File: config.mk
export PLATFORM = sky130hd
export DESIGN_NAME = bit_count_unit
export DESIGN_NICKNAME = d
export VERILOG_FILES = /design/src/rtl/bit_count_pkg.sv /design/src/rtl/bit_count_ctrl.sv /design/src/rtl/bit_count_dp.sv /design/src/rtl/bit_count_unit.sv
export SDC_FILE = /design/constraint.sdc
export NUM_CORES = 1
export LEC_CHECK = 0
export BUFFER_PORTS_ARGS = -buffer_cell sky130_fd_sc_hd__buf_4
export CAP_MARGIN = 40
export CORE_MARGIN = 8
export CORE_UTILIZATION = 35
export DETAILED_ROUTE_END_ITERATION = 12
export PLACE_DENSITY = 0.52
export SYNTH_ARGS = -nofsm -noshare
export SYNTH_HDL_FRONTEND = slang
export SYNTH_SLANG_ARGS = --single-unit
File: constraint.sdc
create_clock -name vclk -period 15.4
set_clock_uncertainty 0.1 [all_clocks]
set_input_delay 2.31 -clock vclk [all_inputs]
set_output_delay 2.31 -clock vclk [all_outputs]
set_load 0.01 [all_outputs]
File: src/rtl/bit_count_pkg.sv
package bit_count_pkg;
  typedef enum logic [1:0] {
    OP_LEAD  = 2'b00,
    OP_TRAIL = 2'b01,
    OP_POP   = 2'b10,
    OP_POP2  = 2'b11
  } bitOp_e;

  typedef struct packed {
    logic reverseEn;
    logic invertEn;
    logic chainEn;
  } bitCtrl_t;
endpackage

File: src/rtl/bit_count_ctrl.sv
module bit_count_ctrl
  import bit_count_pkg::*;
(
  input  logic [1:0] opSel,
  output bitCtrl_t   ctrl
);
  always_comb begin
    ctrl = '0;
    unique case (bitOp_e'(opSel))
      OP_LEAD:  ctrl = '{reverseEn: 1'b1, invertEn: 1'b1, chainEn: 1'b1};
      OP_TRAIL: ctrl = '{reverseEn: 1'b0, invertEn: 1'b1, chainEn: 1'b1};
      default:  ctrl = '{reverseEn: 1'b0, invertEn: 1'b0, chainEn: 1'b0};
    endcase
  end

  always_comb begin
    if (opSel[1]) a_r6_pop_plain: assert (!ctrl.chainEn && !ctrl.invertEn && !ctrl.reverseEn);
  end
endmodule

File: src/rtl/bit_count_dp.sv
module bit_count_dp
  import bit_count_pkg::*;
#(
  parameter int WIDTH = 32,
  localparam int CNT_W = $clog2(WIDTH + 1)
) (
  input  logic [WIDTH-1:0] opA,
  input  bitCtrl_t         ctrl,
  output logic [CNT_W-1:0] countOut
);
  logic [WIDTH-1:0] revVec;
  logic [WIDTH-1:0] condVec;
  logic [WIDTH-1:0] cntBits;
  logic [WIDTH-1:0] runEn;
  logic [CNT_W-1:0] acc [0:WIDTH];

  for (genvar i = 0; i < WIDTH; i++) begin : g_rev
    assign revVec[i] = opA[WIDTH-1-i];
  end

  assign condVec = ctrl.reverseEn ? revVec : opA;
  assign cntBits = ctrl.invertEn ? ~condVec : condVec;

  assign acc[0] = '0;
  for (genvar i = 0; i < WIDTH; i++) begin : g_chain
    if (i == 0) begin : g_first
      assign runEn[i] = ctrl.chainEn ? cntBits[i] : 1'b1;
    end else begin : g_rest
      assign runEn[i] = ctrl.chainEn ? (runEn[i-1] & cntBits[i]) : 1'b1;
    end
    assign acc[i+1] = acc[i] + CNT_W'(runEn[i] & cntBits[i]);
  end

  assign countOut = acc[WIDTH];

  always_comb begin
    a_r8_max_count: assert (countOut <= CNT_W'(WIDTH));
  end
endmodule

File: src/rtl/bit_count_unit.sv
module bit_count_unit
  import bit_count_pkg::*;
(
  input  logic [31:0] opA,
  input  logic [1:0]  opSel,
  output logic [5:0]  countOut
);
  bitCtrl_t ctrl;

  bit_count_ctrl u_ctrl (
    .opSel (opSel),
    .ctrl  (ctrl)
  );

  bit_count_dp #(.WIDTH(32)) u_dp (
    .opA      (opA),
    .ctrl     (ctrl),
    .countOut (countOut)
  );

  always_comb begin
    if (opSel[1]) a_r1_pop_match: assert (countOut == 6'($countones(opA)));
    if (opSel == 2'b01 && countOut < 6'd32) a_r2_trail_stop: assert (opA[countOut[4:0]]);
    if (opSel == 2'b00 && countOut < 6'd32) a_r3_lead_stop: assert (opA[5'd31 - countOut[4:0]]);
    if (!opSel[1] && opA == '0) a_r4_zero_full: assert (countOut == 6'd32);
    if (!opSel[1] && opA == '1) a_r5_ones_none: assert (countOut == 6'd0);
  end
endmodule

Yosys cells after proc, flatten, opt, wreduce, memory -nomap -nowiden
Cells that the tools add are included.

word-level totals
  register bits after elaboration = 0

operators by class
  mux-type cells = 35
  reductions and logical operators = 1
  bitwise gates (word level) = 64
  add/sub/neg operators = 31
  equal/unequal tests = 1

operators with widths
  cell                                                             number
  6-bit adder                                                      31
  32-bit two-way mux                                               2
  1-bit bitwise AND                                                63
  1-bit two-way mux                                                32
  32-bit inverter                                                  1
  3-bit one-hot mux with 2 select lines                            1
  2-bit by 1-bit == test with 1-bit output, second input constant  1
  2-bit zero test                                                  1

Logic depth before layout (Yosys ltp)
  word-level depth = 70
  gate-level depth with buffers = 27

Hierarchy
Synthesis repeated with hierarchy kept, for this count alone.

unflattened totals
  cells, all modules = 275
  area, all modules = 2329.7 sq um

modules (own cells, without submodules)
  module          area each (sq um)  cells each  times used
  bit_count_dp    2314.7             272         1
  bit_count_ctrl  15.0               3           1

Least setup slack after synthesis
No wires, ideal clock.

  path type = input -> output
  start = in opSel[1]
  end = out countOut[4]
  setup slack = 4.271 ns
  stages on the path = 26
  arrival = 8.719 ns
  path buffers = 2
  cell sequence = clkbuf_1 -> clkbuf_1 -> nor2_1 -> nand2_1 -> nand2_1 -> ha_1 -> o41ai_2 -> o211ai_1 -> nor4_4 -> a31oi_1 -> fa_1 -> fa_1 -> inv_1 -> fa_1 -> inv_1 -> fa_1 -> fa_1 -> inv_1 -> fa_1 -> ha_1 -> inv_1 -> fa_1 -> inv_1 -> a21o_1 -> a21oi_1 -> xnor2_1

between the ends
  word-level cells in the longest chain between the ends = 70
  elaborated cells on any way between the ends = 132

ends and longest elaborated chain
  what                                                                         RTL line             source
  start, declared                                                              bit_count_unit.sv:5  input logic [1:0] opSel,
  2-bit by 1-bit == test with 1-bit output or 2-bit zero test (tied branches)  n/a
  3-bit one-hot mux with 2 select lines *                                      bit_count_ctrl.sv:9  unique case (bitOp_e'(opSel))
  parallel branches: the longest is 67 deep, another holds 6-bit adder         n/a
  6-bit adder *                                                                bit_count_dp.sv:31   assign acc[i+1] = acc[i] + CNT_W'(runEn[i] & cntBits[i]);
  end, declared                                                                bit_count_unit.sv:6  output logic [5:0] countOut

Mark *: on every way between the ends.

Worst setup path after layout
Ends and elaborated chain as after synthesis.

==> summary.md <==
The flow ran to the end, and the final reports show no timing, DRC or antenna violations. For the pin with the worst max-slew slack, the measured transition is 0.506 ns. The peak clock frequency supported by timing was 87.1 MHz; the site row count was 26.

First-pass GRT wire length: 9700 um. The kind of critical path was input port to primary output. The tools report the pin count of the biggest net entering global routing as 52.

Type of element capturing the critical path: a primary output. The library cell used most frequently in the layout, excluding fill and tap cells, is buf_4. The final period utilization is 74.6%, and the worst slew margin relative to its limit is 65.9%. After synthesis, the largest family of logic cells by area is adder cells. Setup repair after global routing left no endpoint under its margin. In the final design database the tool counted 335 nets. The vertical extent of the die is 89.0 um, and the final routed wire length divided by cell count is 16.9 um. The final-report max-slew violation count came out at 0. For this block, the routed nets add up to 5700 um of wire. The worst path setup slack after routing is 3.92 ns, and the required time of the critical path is 12.99 ns. OpenSTA, run right after detailed placement, puts the worst setup slack at 3.96 ns. The synthesized netlist devotes 28.9% of its cell area to compound gates. The flip-flop and latch count came out at 0. The worst hold path passes through 5 cells. The library cells used most frequently in the layout, excluding fill and tap cells, are buf_4, inv_1, fa_1, nor2_1, a21oi_1. The type of the worst min-delay path was input port to primary output. Averaged over all synthesized cells, the footprint is 7.71 sq um.

After detailed routing, the number of vias per cell comes to 5.49. The count of hold buffers inserted by post-cts repair is 0, and the switching portion of total power is 50.5%. The largest total area in the synthesized netlist belongs to fa_1.

For the half-perimeter wire length of the detailed placement result, the log shows 4610 um. The logs give 100.0% for the combinational fraction of design power and 0 for the count of endpoints failing hold in the final timing report. The initial utilization of the core area, before any placement, comes to 36.3%. The floorplan die width is 89.0 um. The worst-case vdd ir drop was 0.207 mV. For the final weighted congestion in routability-driven placement, the log shows 0.783. For the number of search-and-repair iterations in the first detailed-routing pass, the log shows 4.

In this run the cell area of the synthesized design comes to 0.00187 sq mm. The xor and xnor area share after synthesis is 1.41%, and the number of setup buffers added after CTS is 0. The sequential cells in the finished layout cover a total of 0 sq um. The tool flagged a number of max-cap violations equal to 0. Largest fanout on the critical path: 51.

The standard cell core area is 0.00514 sq mm. After the first detailed-routing iteration, the DRC count stood at 163. The cell count after synthesis came out at 242. Adding up every negative setup slack in the final design gives 0 ns. In the routed design, unresolved DRC markers number 0. Yosys printed 0 warnings. The simple logic cell fraction of the synthesized area is 23.0%. The number of antenna-violating nets in the routed design is 0, and the adder-cell share of the synthesized area is 31.1%. The element type at the critical path start was an input port. In this run, distinct cell masters in the synthesized netlist total 52.

From synthesis to final layout, the design area changed by 17.2%. The logs give 1911 for the number of global-route vias before repair and 0 for the number of failing setup endpoints in the final timing report. The leakage power was 1.01 nW; the number of instances resized during post-cts repair was 0. The portion of the post-synthesis area used by sequential elements is 0%. In this run the most critical hold path is launched from opA[13]. 0 antenna diodes ended up in the layout.

Buffers placed on the I/O ports in this run total 40. Global routing used 15.3% of the available tracks. The ratio of cells with drive above 1 in the final layout is 20.6%, and the clock network power share is 0%. By area the synthesized netlist is led by fa_1, inv_1, ha_1.

Clock buffers in the final layout number 0. Power spread over the standard cell area amounts to 138 mW/mm^2. The shortest period the worst path allows is 11.48 ns. The post-synth net total is 308, and the fraction of post-synthesis cell area in the top cell type by area is 25.8%. The global-route congestion overflow total was 0. The hold-critical path endpoint is countOut[0]. The number of antenna violations at the first check in global routing was 0. The tools report the arrival time of data at the critical path endpoint as 9.07 ns. The fraction of synthesized area in multiplexers was 4.56%; the total number of vias was 1849. In this run the count of I/O pins placed on the die edge is 40. The die covers 0.00792 sq mm. In this run, flip-flops and latches consume 0% of the power. Internal power comes to 0.150 mW.

The power dissipated by switching net loads was 0.153 mW.
power groups by stage:
| stage | Clock (mW) | Combinational, mW | Sequential (mW) |
|---|---|---|---|
| global route | 0 | 0.352 | 0 |
| detailed placement | 0 | 0.309 | 0 |
| floorplan | 0 | 0.205 | 0 |
| global placement | 0 | 0.310 | 0 |
| CTS | 0 | 0.311 | 0 |
| finish | 0 | 0.302 | 0 |
worst max-delay path, stage by stage:
cell and delay (ns):
buf_4 0.42, nor2_1 0.23, nand2_1 0.12, nand2_1 0.05, ha_1 0.24, o41ai_2 0.43, o211ai_1 0.28, nor4_4 0.40
a31oi_1 0.16, fa_1 0.51, fa_1 0.54, inv_1 0.05, fa_1 0.50, inv_1 0.05, fa_1 0.47, fa_1 0.54
inv_1 0.05, fa_1 0.53, ha_1 0.18, inv_1 0.06, fa_1 0.40, inv_1 0.07, a21o_1 0.10, a21oi_1 0.07
xnor2_1 0.13, buf_4 0.14
area by class of cell:
class / count / area [sq um]
Fill cell: 581 / 2950
Multi-Input combinational cell: 190 / 1660
Timing Repair Buffer: 40 / 300
Inverter: 37 / 139
Tap cell: 70 / 87.6
kinds of logic after synthesis:
logic type | count (synthesis)
and+or+nand+nor | 76
adders and majority gates | 32
xor gates and xnor gates | 3
buffers and inverters | 52
AOI/OAI and AO/OA | 71
muxes | 8
cell usage after synthesis (4+ instances only):
library cell,n
nor3_1,15
clkbuf_1,10
nand2_1,10
and3_1,4
ha_1,8
a22o_1,8
fa_1,24
o21a_1,4
nor4_1,7
a22oi_1,5
inv_1,35
o31ai_1,5
mux2i_1,4
a21oi_1,16
nor2_1,18
mux2_2,4
a21o_1,5
o21ai_1,4
per-layer routing:
metal,vias to the layer above,GRT usage [%],wire (um),part of all wire [%]
met2,69,26.0,2700,47
met1,853,20.8,2470,43
met3,2,2.02,514,9.0
met4,0,1.21,15,0.26
met5,-,0,0,0
li1,925,-,-,-
stage by stage:
| step | hold slack (ns) | instance area, sq um | power, mW | std cells | util, % |
|---|---|---|---|---|---|
| floorplan | 4.76 | 1870 | 0.205 | 242 | - |
| global placement | 5.02 | 2190 | 0.310 | 337 | 42.6 |
| detailed placement | 5.01 | 2190 | 0.309 | 337 | 42.6 |
| CTS | 5.02 | 2190 | 0.311 | 337 | 42.6 |
| global route | 5.07 | 2190 | 0.352 | 337 | 42.6 |
| finish | 5.02 | 2190 | 0.302 | 337 | 42.6 |
worst max path at each step:
stage,startpoint,end,cells after the start
finish,opSel[1],countOut[4],26
global route,opSel[1],countOut[4],26
CTS,opSel[1],countOut[4],26
detailed placement,opSel[1],countOut[4],26
global placement,opSel[1],countOut[4],26
floorplan,opSel[1],countOut[4],26
No activity file was read; power rests on OpenSTA's default activity.
